--- config.mk ---
export PLATFORM = sky130hd
export DESIGN_NAME = hbus_chan_sel
export DESIGN_NICKNAME = d
export VERILOG_FILES = /design/src/rtl/hbs_pkg.sv /design/src/rtl/host_sync.sv /design/src/rtl/chan_regs.sv /design/src/rtl/hbus_chan_sel.sv
export SDC_FILE = /design/constraint.sdc
export NUM_CORES = 1
export LEC_CHECK = 0
export CORE_UTILIZATION = 42
export DETAILED_ROUTE_END_ITERATION = 16
export PLACE_DENSITY = 0.62
export SLEW_MARGIN = 5
export SYNTH_ARGS = -nofsm -noshare
export SYNTH_HDL_FRONTEND = slang
export SYNTH_HIERARCHICAL = 1
export SYNTH_SLANG_ARGS = --single-unit
--- constraint.sdc ---
create_clock -name clk -period 4.9 [get_ports clk]
set_input_delay 0.49 -clock clk [delete_from_list [all_inputs] [get_ports clk]]
set_output_delay 0.49 -clock clk [all_outputs]
set_load 0.1 [all_outputs]
--- src/rtl/hbs_pkg.sv ---
package hbs_pkg;
  localparam int REG_LINE_CTL   = 3;
  localparam int WIN_BIT        = 7;
  localparam int REG_MODEM_CTL  = 4;
  localparam int IRQ_DRIVE_BIT  = 3;
endpackage

--- src/rtl/host_sync.sv ---
module host_sync #(
  parameter int W = 6,
  parameter int STAGES = 2
)(
  input  logic         clk,
  input  logic         rst_n,
  input  logic [W-1:0] d,
  output logic [W-1:0] q
);
  logic [W-1:0] stg [STAGES];

  generate
    for (genvar s = 0; s < STAGES; s++) begin : g_stage
      if (s == 0) begin : g_first
        always_ff @(posedge clk or negedge rst_n)
          if (!rst_n) stg[0] <= '1;
          else        stg[0] <= d;
      end else begin : g_next
        always_ff @(posedge clk or negedge rst_n)
          if (!rst_n) stg[s] <= '1;
          else        stg[s] <= stg[s-1];
      end
    end
  endgenerate

  assign q = stg[STAGES-1];
endmodule

--- src/rtl/chan_regs.sv ---
module chan_regs import hbs_pkg::*; #(
  parameter int AW = 3,
  parameter int DW = 8,
  parameter logic [DW-1:0] DEV_ID = 8'h14,
  parameter logic [DW-1:0] REV_ID = 8'h01
)(
  input  logic          clk,
  input  logic          rst_n,
  input  logic          we,
  input  logic [AW-1:0] waddr,
  input  logic [DW-1:0] wdata,
  input  logic [AW-1:0] raddr,
  output logic [DW-1:0] rd_val,
  output logic          irq_drive
);
  localparam int NREG = 2 ** AW;

  logic [DW-1:0] regs [NREG];
  logic [DW-1:0] div_lo, div_hi;
  logic          win, div_zero;

  assign win       = regs[REG_LINE_CTL][WIN_BIT];
  assign div_zero  = (div_lo == '0) && (div_hi == '0);
  assign irq_drive = regs[REG_MODEM_CTL][IRQ_DRIVE_BIT];

  always_ff @(posedge clk or negedge rst_n) begin
    if (!rst_n) begin
      for (int i = 0; i < NREG; i++) regs[i] <= '0;
      div_lo <= '0;
      div_hi <= '0;
    end else if (we) begin
      if (win && waddr == AW'(0))      div_lo <= wdata;
      else if (win && waddr == AW'(1)) div_hi <= wdata;
      else                             regs[waddr] <= wdata;
    end
  end

  always_comb begin
    if (win && raddr == AW'(0))      rd_val = div_zero ? REV_ID : div_lo;
    else if (win && raddr == AW'(1)) rd_val = div_zero ? DEV_ID : div_hi;
    else                             rd_val = regs[raddr];
  end

  p_div_quiet_r8: assert property (@(posedge clk) disable iff (!rst_n)
    !we |=> ($stable(div_lo) && $stable(div_hi)));
endmodule

--- src/rtl/hbus_chan_sel.sv ---
module hbus_chan_sel import hbs_pkg::*; #(
  parameter int NCH  = 4,
  parameter int AW   = 3,
  parameter int DW   = 8,
  parameter int SYNC = 2,
  parameter int CW   = $clog2(NCH),
  parameter logic [DW-1:0] DEV_ID = 8'h14,
  parameter logic [DW-1:0] REV_ID = 8'h01
)(
  input  logic           clk,
  input  logic           rst_n,
  input  logic           mode_sep,
  input  logic [NCH-1:0] cs_n,
  input  logic           rd_n,
  input  logic           wr_n,
  input  logic [AW-1:0]  addr,
  input  logic [CW-1:0]  ch_sel,
  input  logic [DW-1:0]  wdata,
  input  logic [NCH-1:0] irq_req,
  output logic [DW-1:0]  rdata,
  output logic           rdata_oe,
  output logic [NCH-1:0] irq_ch,
  output logic [NCH-1:0] irq_ch_oe,
  output logic           irq_wired_low
);
  localparam int SW = NCH + 2;

  logic [SW-1:0]  raw_bus, syn_bus;
  logic [NCH-1:0] cs_s;
  logic           rd_s, wr_s;

  assign raw_bus = {wr_n, rd_n, cs_n};

  host_sync #(.W(SW), .STAGES(SYNC)) u_sync (
    .clk(clk), .rst_n(rst_n), .d(raw_bus), .q(syn_bus)
  );

  assign cs_s = syn_bus[NCH-1:0];
  assign rd_s = syn_bus[NCH];
  assign wr_s = syn_bus[NCH+1];

  logic           mode_q, wr_s_d, cs0_d, rd_act_d;
  logic           act, rd_act, rd_start, commit;
  logic [NCH-1:0] mask_now, cap_mask, irq_drive;
  logic [AW-1:0]  cap_addr;
  logic [DW-1:0]  cap_data, rd_pick;
  logic           cap_dir, rd_ok, rd_ok_q;
  logic [DW-1:0]  ch_rd [NCH];

  always_comb begin
    mask_now = '0;
    if (mode_q) mask_now = ~cs_s;
    else if (!cs_s[0]) mask_now[ch_sel] = 1'b1;
  end

  assign act      = mode_q ? (!rd_s || !wr_s) : !cs_s[0];
  assign rd_act   = mode_q ? !rd_s : (!cs_s[0] && wr_s);
  assign rd_start = rd_act && !rd_act_d;
  assign commit   = mode_q ? (wr_s && !wr_s_d) : (cs_s[0] && !cs0_d && !cap_dir);
  assign rd_ok    = $onehot(mask_now);

  always_comb begin
    rd_pick = '0;
    for (int i = 0; i < NCH; i++)
      if (mask_now[i]) rd_pick = rd_pick | ch_rd[i];
  end

  always_ff @(posedge clk or negedge rst_n) begin
    if (!rst_n) begin
      mode_q   <= 1'b1;
      wr_s_d   <= 1'b1;
      cs0_d    <= 1'b1;
      rd_act_d <= 1'b0;
      cap_mask <= '0;
      cap_addr <= '0;
      cap_data <= '0;
      cap_dir  <= 1'b1;
      rd_ok_q  <= 1'b0;
      rdata    <= '0;
      rdata_oe <= 1'b0;
    end else begin
      mode_q   <= mode_sep;
      wr_s_d   <= wr_s;
      cs0_d    <= cs_s[0];
      rd_act_d <= rd_act;
      if (act) begin
        cap_mask <= mask_now;
        cap_addr <= addr;
        cap_data <= wdata;
        cap_dir  <= wr_s;
      end
      if (rd_start) begin
        rd_ok_q <= rd_ok;
        rdata   <= rd_pick;
      end
      rdata_oe <= rd_act && (rd_start ? rd_ok : rd_ok_q);
    end
  end

  generate
    for (genvar c = 0; c < NCH; c++) begin : g_ch
      chan_regs #(.AW(AW), .DW(DW), .DEV_ID(DEV_ID), .REV_ID(REV_ID)) u_regs (
        .clk(clk), .rst_n(rst_n),
        .we(commit && cap_mask[c]),
        .waddr(cap_addr), .wdata(cap_data),
        .raddr(addr), .rd_val(ch_rd[c]),
        .irq_drive(irq_drive[c])
      );
    end
  endgenerate

  always_ff @(posedge clk or negedge rst_n) begin
    if (!rst_n) begin
      irq_ch        <= '0;
      irq_ch_oe     <= '0;
      irq_wired_low <= 1'b0;
    end else begin
      irq_ch        <= irq_req;
      irq_ch_oe     <= mode_q ? irq_drive : '0;
      irq_wired_low <= !mode_q && (|irq_req);
    end
  end

  p_oe_needs_read_r4: assert property (@(posedge clk) disable iff (!rst_n)
    rdata_oe |-> $past(rd_act));
  p_rdata_held_r4: assert property (@(posedge clk) disable iff (!rst_n)
    (rdata_oe && $past(rdata_oe)) |-> $stable(rdata));
  p_single_target_r6: assert property (@(posedge clk) disable iff (!rst_n)
    (commit && !mode_q) |-> $onehot0(cap_mask));
  p_commit_not_read_r5: assert property (@(posedge clk) disable iff (!rst_n)
    commit |-> !rd_start);
  p_no_chan_irq_r11: assert property (@(posedge clk) disable iff (!rst_n)
    !mode_q |=> (irq_ch_oe == '0));
  p_wired_quiet_r11: assert property (@(posedge clk) disable iff (!rst_n)
    mode_q |=> !irq_wired_low);
endmodule

==> results.md <==
* Initial antenna violation count at 0
* Buffers inserted during post-CTS setup optimization at 0
* Average cell area after synthesis at ~13 µm²
* Count of TritonRoute iterations in the first routing pass at 7
* Remaining global-route overflow at 0
* Starting density of the core at 0.428
* Fraction of registers with async set or reset after synthesis at 1.00
* Worst hold slack at -0.0327 ns
* Final hold violation count at 16
* Unrepaired setup endpoints after global routing: false
* Wire length of the first global-routing pass at ~69000 µm
* Final critical path time including I/O delays and setup at between 3 and 4 ns
* Skew final at 0.0173 ns
* Number of enable flip-flop cells after synthesis at 0
* Total routed wire length on the met1 layer at 20700 µm
* Capturing element type of the critical path: register
* Maximum fanout encountered on the critical timing path at 9
* Area of the mapped netlist at 17600 µm²
* Worst EP arrival at 3.78 ns
* Wire length on met3 at 2090 µm
* Antenna Violating Nets Remaining at 0
* Pin count of the biggest net entering global routing at 100
* Aggregate global-route resource usage at 0.212
* Met2 wirelength from detailed routing at 20200 µm
* Outcome: complete, but fails checks
* Max Clock Freq at 298 MHz
* Die outline width at between 200 and 250 µm
* Routed length per placed instance at 22.7 µm
* Number of instances in the synthesized netlist at 1359
* Clock buffers created by TritonCTS at 41
* Die ar. at roughly 43000 µm²
* Hold buffer count at CTS at 0
* Core Area at 41100 µm²
* Post_cts resized at 0
* Count of vias placed by the detailed router at around 11000
* Register bit count reported by yosys at 371
* Largest area contributor in the synthesized netlist: sky130_fd_sc_hd__dfrtp_1
* Source of the worst register-to-register timing path: u_sync/q[0]
* Endpoints failing setup at 0
* Critical path startpoint: u_sync/q[0]
* Final-stage net count at 1398
* Maximum root-to-sink buffer count at 3
* Final worst path period share at 0.685
* Clock tree from TritonCTS: yes
* End point of the critical path: g_ch[1].u_regs/regs[41]
* Leakage power of the design at 9.04 nW
* Layout filler cell count at roughly 3700
* Post-detail-place hpwl at 27300 µm
* Vias in the first global route at 11600
* DR iter-0 viols at 732
* Layout cells sized above 1 at 0.346
* Clock transition time at the flip-flop clock pins of the worst setup and hold paths at 0.06 ns
* Total detailed-routing wirelength at between 40000 and 50000 µm
* Synth top area share at 0.505
* Type of element launching the critical path: register
* Number of I/O port buffers at 43
* Top Ports at 44
* Diode count at 0
* Power per standard cell area at 448 nW/µm²
* DR top layer: met4
* R2R Setup Slk at about 1.5 ns
* Clock tree root driver cell: sky130_fd_sc_hd__clkbuf_16
* Setup total negative slack at 0 ns
* Fin util at 0.483
* Clock sinks at 371
* Overall power of the completed layout at 8.89 mW
* H-tree depth reported by CTS at 2
* Post-DR vias/cell at 5.83
* Row count at 74
* Largest cells by area after synthesis: sky130_fd_sc_hd__dfrtp_1 (50%), sky130_fd_sc_hd__mux2_2 (21%), sky130_fd_sc_hd__mux4_2 (3.1%)
* Number of violations of the max-capacitance limit at 0
* Post-synthesis net count at 1388
* Data required time at the worst endpoint at 5.32 ns
* Category of the most critical setup path: register to register
* Clock insertion delay at the later pin of the skew report at 0.55 ns
* Worst slew margin relative to its limit at 0.289
* Worst supply voltage drop on vdd at between 0.0004 and 0.0005 V
* Count of unresolved DRC violations after routing at 0
* Global placement routability congestion at 0.885
* Violated checks: negative hold slack
* Worst min path class: input pin to async pin
* Sequential cell area fraction in the yosys report at 0.528
* Distinct cells, synth at 52
* Critical R2R Capture: g_ch[1].u_regs/regs[41]
* Number of cells traversed by the worst register-to-register path at 5
* Die Y at between 200 and 250 µm
* Actual slew at the worst max-slew pin at 1.07 ns
* Ys Warns at 6
* Number of max-slew violations in the final report at 0
* Area growth from synthesis to layout at 12.8%
* Primary FF master, synth: sky130_fd_sc_hd__dfrtp_1
critical path, cell delays in order, from the launching register on:
cell                       delay [ns]
sky130_fd_sc_hd__dfstp_2         0.67
sky130_fd_sc_hd__nand2b_1        0.15
sky130_fd_sc_hd__o32ai_1         0.70
sky130_fd_sc_hd__and2_1          0.34
sky130_fd_sc_hd__nor4bb_2        0.94
sky130_fd_sc_hd__mux2_2          0.43
cell usage after synthesis, types with 5 or more instances:
cell type,number
sky130_fd_sc_hd__mux2_1,17
sky130_fd_sc_hd__o21ai_0,50
sky130_fd_sc_hd__a21oi_1,33
sky130_fd_sc_hd__a211oi_1,8
sky130_fd_sc_hd__nor2_2,5
sky130_fd_sc_hd__buf_1,28
sky130_fd_sc_hd__nand4_1,8
sky130_fd_sc_hd__nand4b_1,8
sky130_fd_sc_hd__clkbuf_1,24
sky130_fd_sc_hd__nor3b_1,13
sky130_fd_sc_hd__nor4_1,17
sky130_fd_sc_hd__dfstp_2,16
sky130_fd_sc_hd__dfrtp_1,355
sky130_fd_sc_hd__o32ai_1,9
sky130_fd_sc_hd__nand2b_1,22
sky130_fd_sc_hd__inv_1,35
sky130_fd_sc_hd__o211ai_1,8
sky130_fd_sc_hd__mux2i_1,53
sky130_fd_sc_hd__nand3_1,37
sky130_fd_sc_hd__a22oi_1,16
sky130_fd_sc_hd__o2111ai_1,16
sky130_fd_sc_hd__and2_1,8
sky130_fd_sc_hd__nor3_1,16
sky130_fd_sc_hd__buf_2,28
sky130_fd_sc_hd__nand2_1,34
sky130_fd_sc_hd__o22ai_1,9
sky130_fd_sc_hd__mux2_2,322
sky130_fd_sc_hd__nor2_1,30
sky130_fd_sc_hd__buf_4,11
sky130_fd_sc_hd__nor2b_1,39
sky130_fd_sc_hd__mux4_2,24
placed cells by master, fill, tap and decap left out, drive strengths merged, types with 5 or more instances in the layout:
cell	instances
nor4	17
nand2	35
nand4	8
a21oi	33
inv	36
nor2	36
a22oi	17
buf	26
nor3	20
nand2b	22
o22ai	9
mux4	24
o21ai	50
clkbuf	64
mux2	339
nor3b	21
nand4b	8
clkdlybuf4s50	39
nor4bb	5
a211oi	8
o2111ai	16
clkinv	7
and2	8
mux2i	53
dfstp	16
o211ai	8
nand3	37
o32ai	9
nor2b	39
dfrtp	355
registers in the layout (all words and copies together), names as in the netlist, 3 cells and up:
name	count
rdata	8
irq_ch_oe	4
cap_data	8
irq_ch	4
u_sync/stg	6
g_ch.u_regs/irq_drive	4
g_ch.u_regs/regs	252
u_sync/q	6
g_ch.u_regs/div_hi	32
g_ch.u_regs/div_lo	32
cap_addr	3
cap_mask	4
layout make-up:
type / instances / area, µm² / area share
repair buffers: 65 / 628 / 0.0316
clock buffers: 64 / 1270 / 0.0642
multi-input cells: 855 / 7720 / 0.389
well taps: 532 / 666 / 0.0335
clock inverters: 12 / 141 / 0.00712
inverters: 35 / 131 / 0.00661
flip-flops and latches: 371 / 9310 / 0.468
worst min path at each step:
stage,start,endpoint,slack (ns),depth (start not counted)
floorplan,rst_n,cap_addr[0],0.19,0
global placement,u_sync/stg[8],u_sync/q[2],0.35,0
detailed placement,u_sync/stg[8],u_sync/q[2],0.35,0
CTS,rst_n,g_ch[1].u_regs/regs[10],0.005,1
global route,rst_n,g_ch[1].u_regs/regs[14],0.04,1
finish,rst_n,g_ch[1].u_regs/regs[14],-0.03,1
where the power goes:
group / total (mW) / internal (mW) / switching [mW]
combinational: 1.71 / 0.782 / 0.930
sequential: 3.99 / 3.63 / 0.354
clock: 3.19 / 1.95 / 1.25
total: 8.89 / 6.36 / 2.53
cell families after synthesis:
kind of cell	count (synthesis)	synth area share
simple gates	269	0.0949
mux	416	0.278
buf+inv	133	0.0343
flops	371	0.528
fa+ha+maj	3	0.00256
compound gates	167	0.0622
metal layers:
layer / vias to the layer above / track usage
met5: - / 0
met1: 5921 / 0.310
li1: 5009 / -
met4: 0 / 0.0550
met3: 65 / 0.0309
met2: 289 / 0.332
through the flow:
step,instances,setup WS (ns),area (µm²)
floorplan,1359,2.30,17600
global placement,1858,1.56,18400
detailed placement,1858,1.51,18400
CTS,1934,1.49,19900
global route,1934,1.32,19900
finish,1934,1.54,19900
No activity file was read; power rests on OpenSTA's default activity.
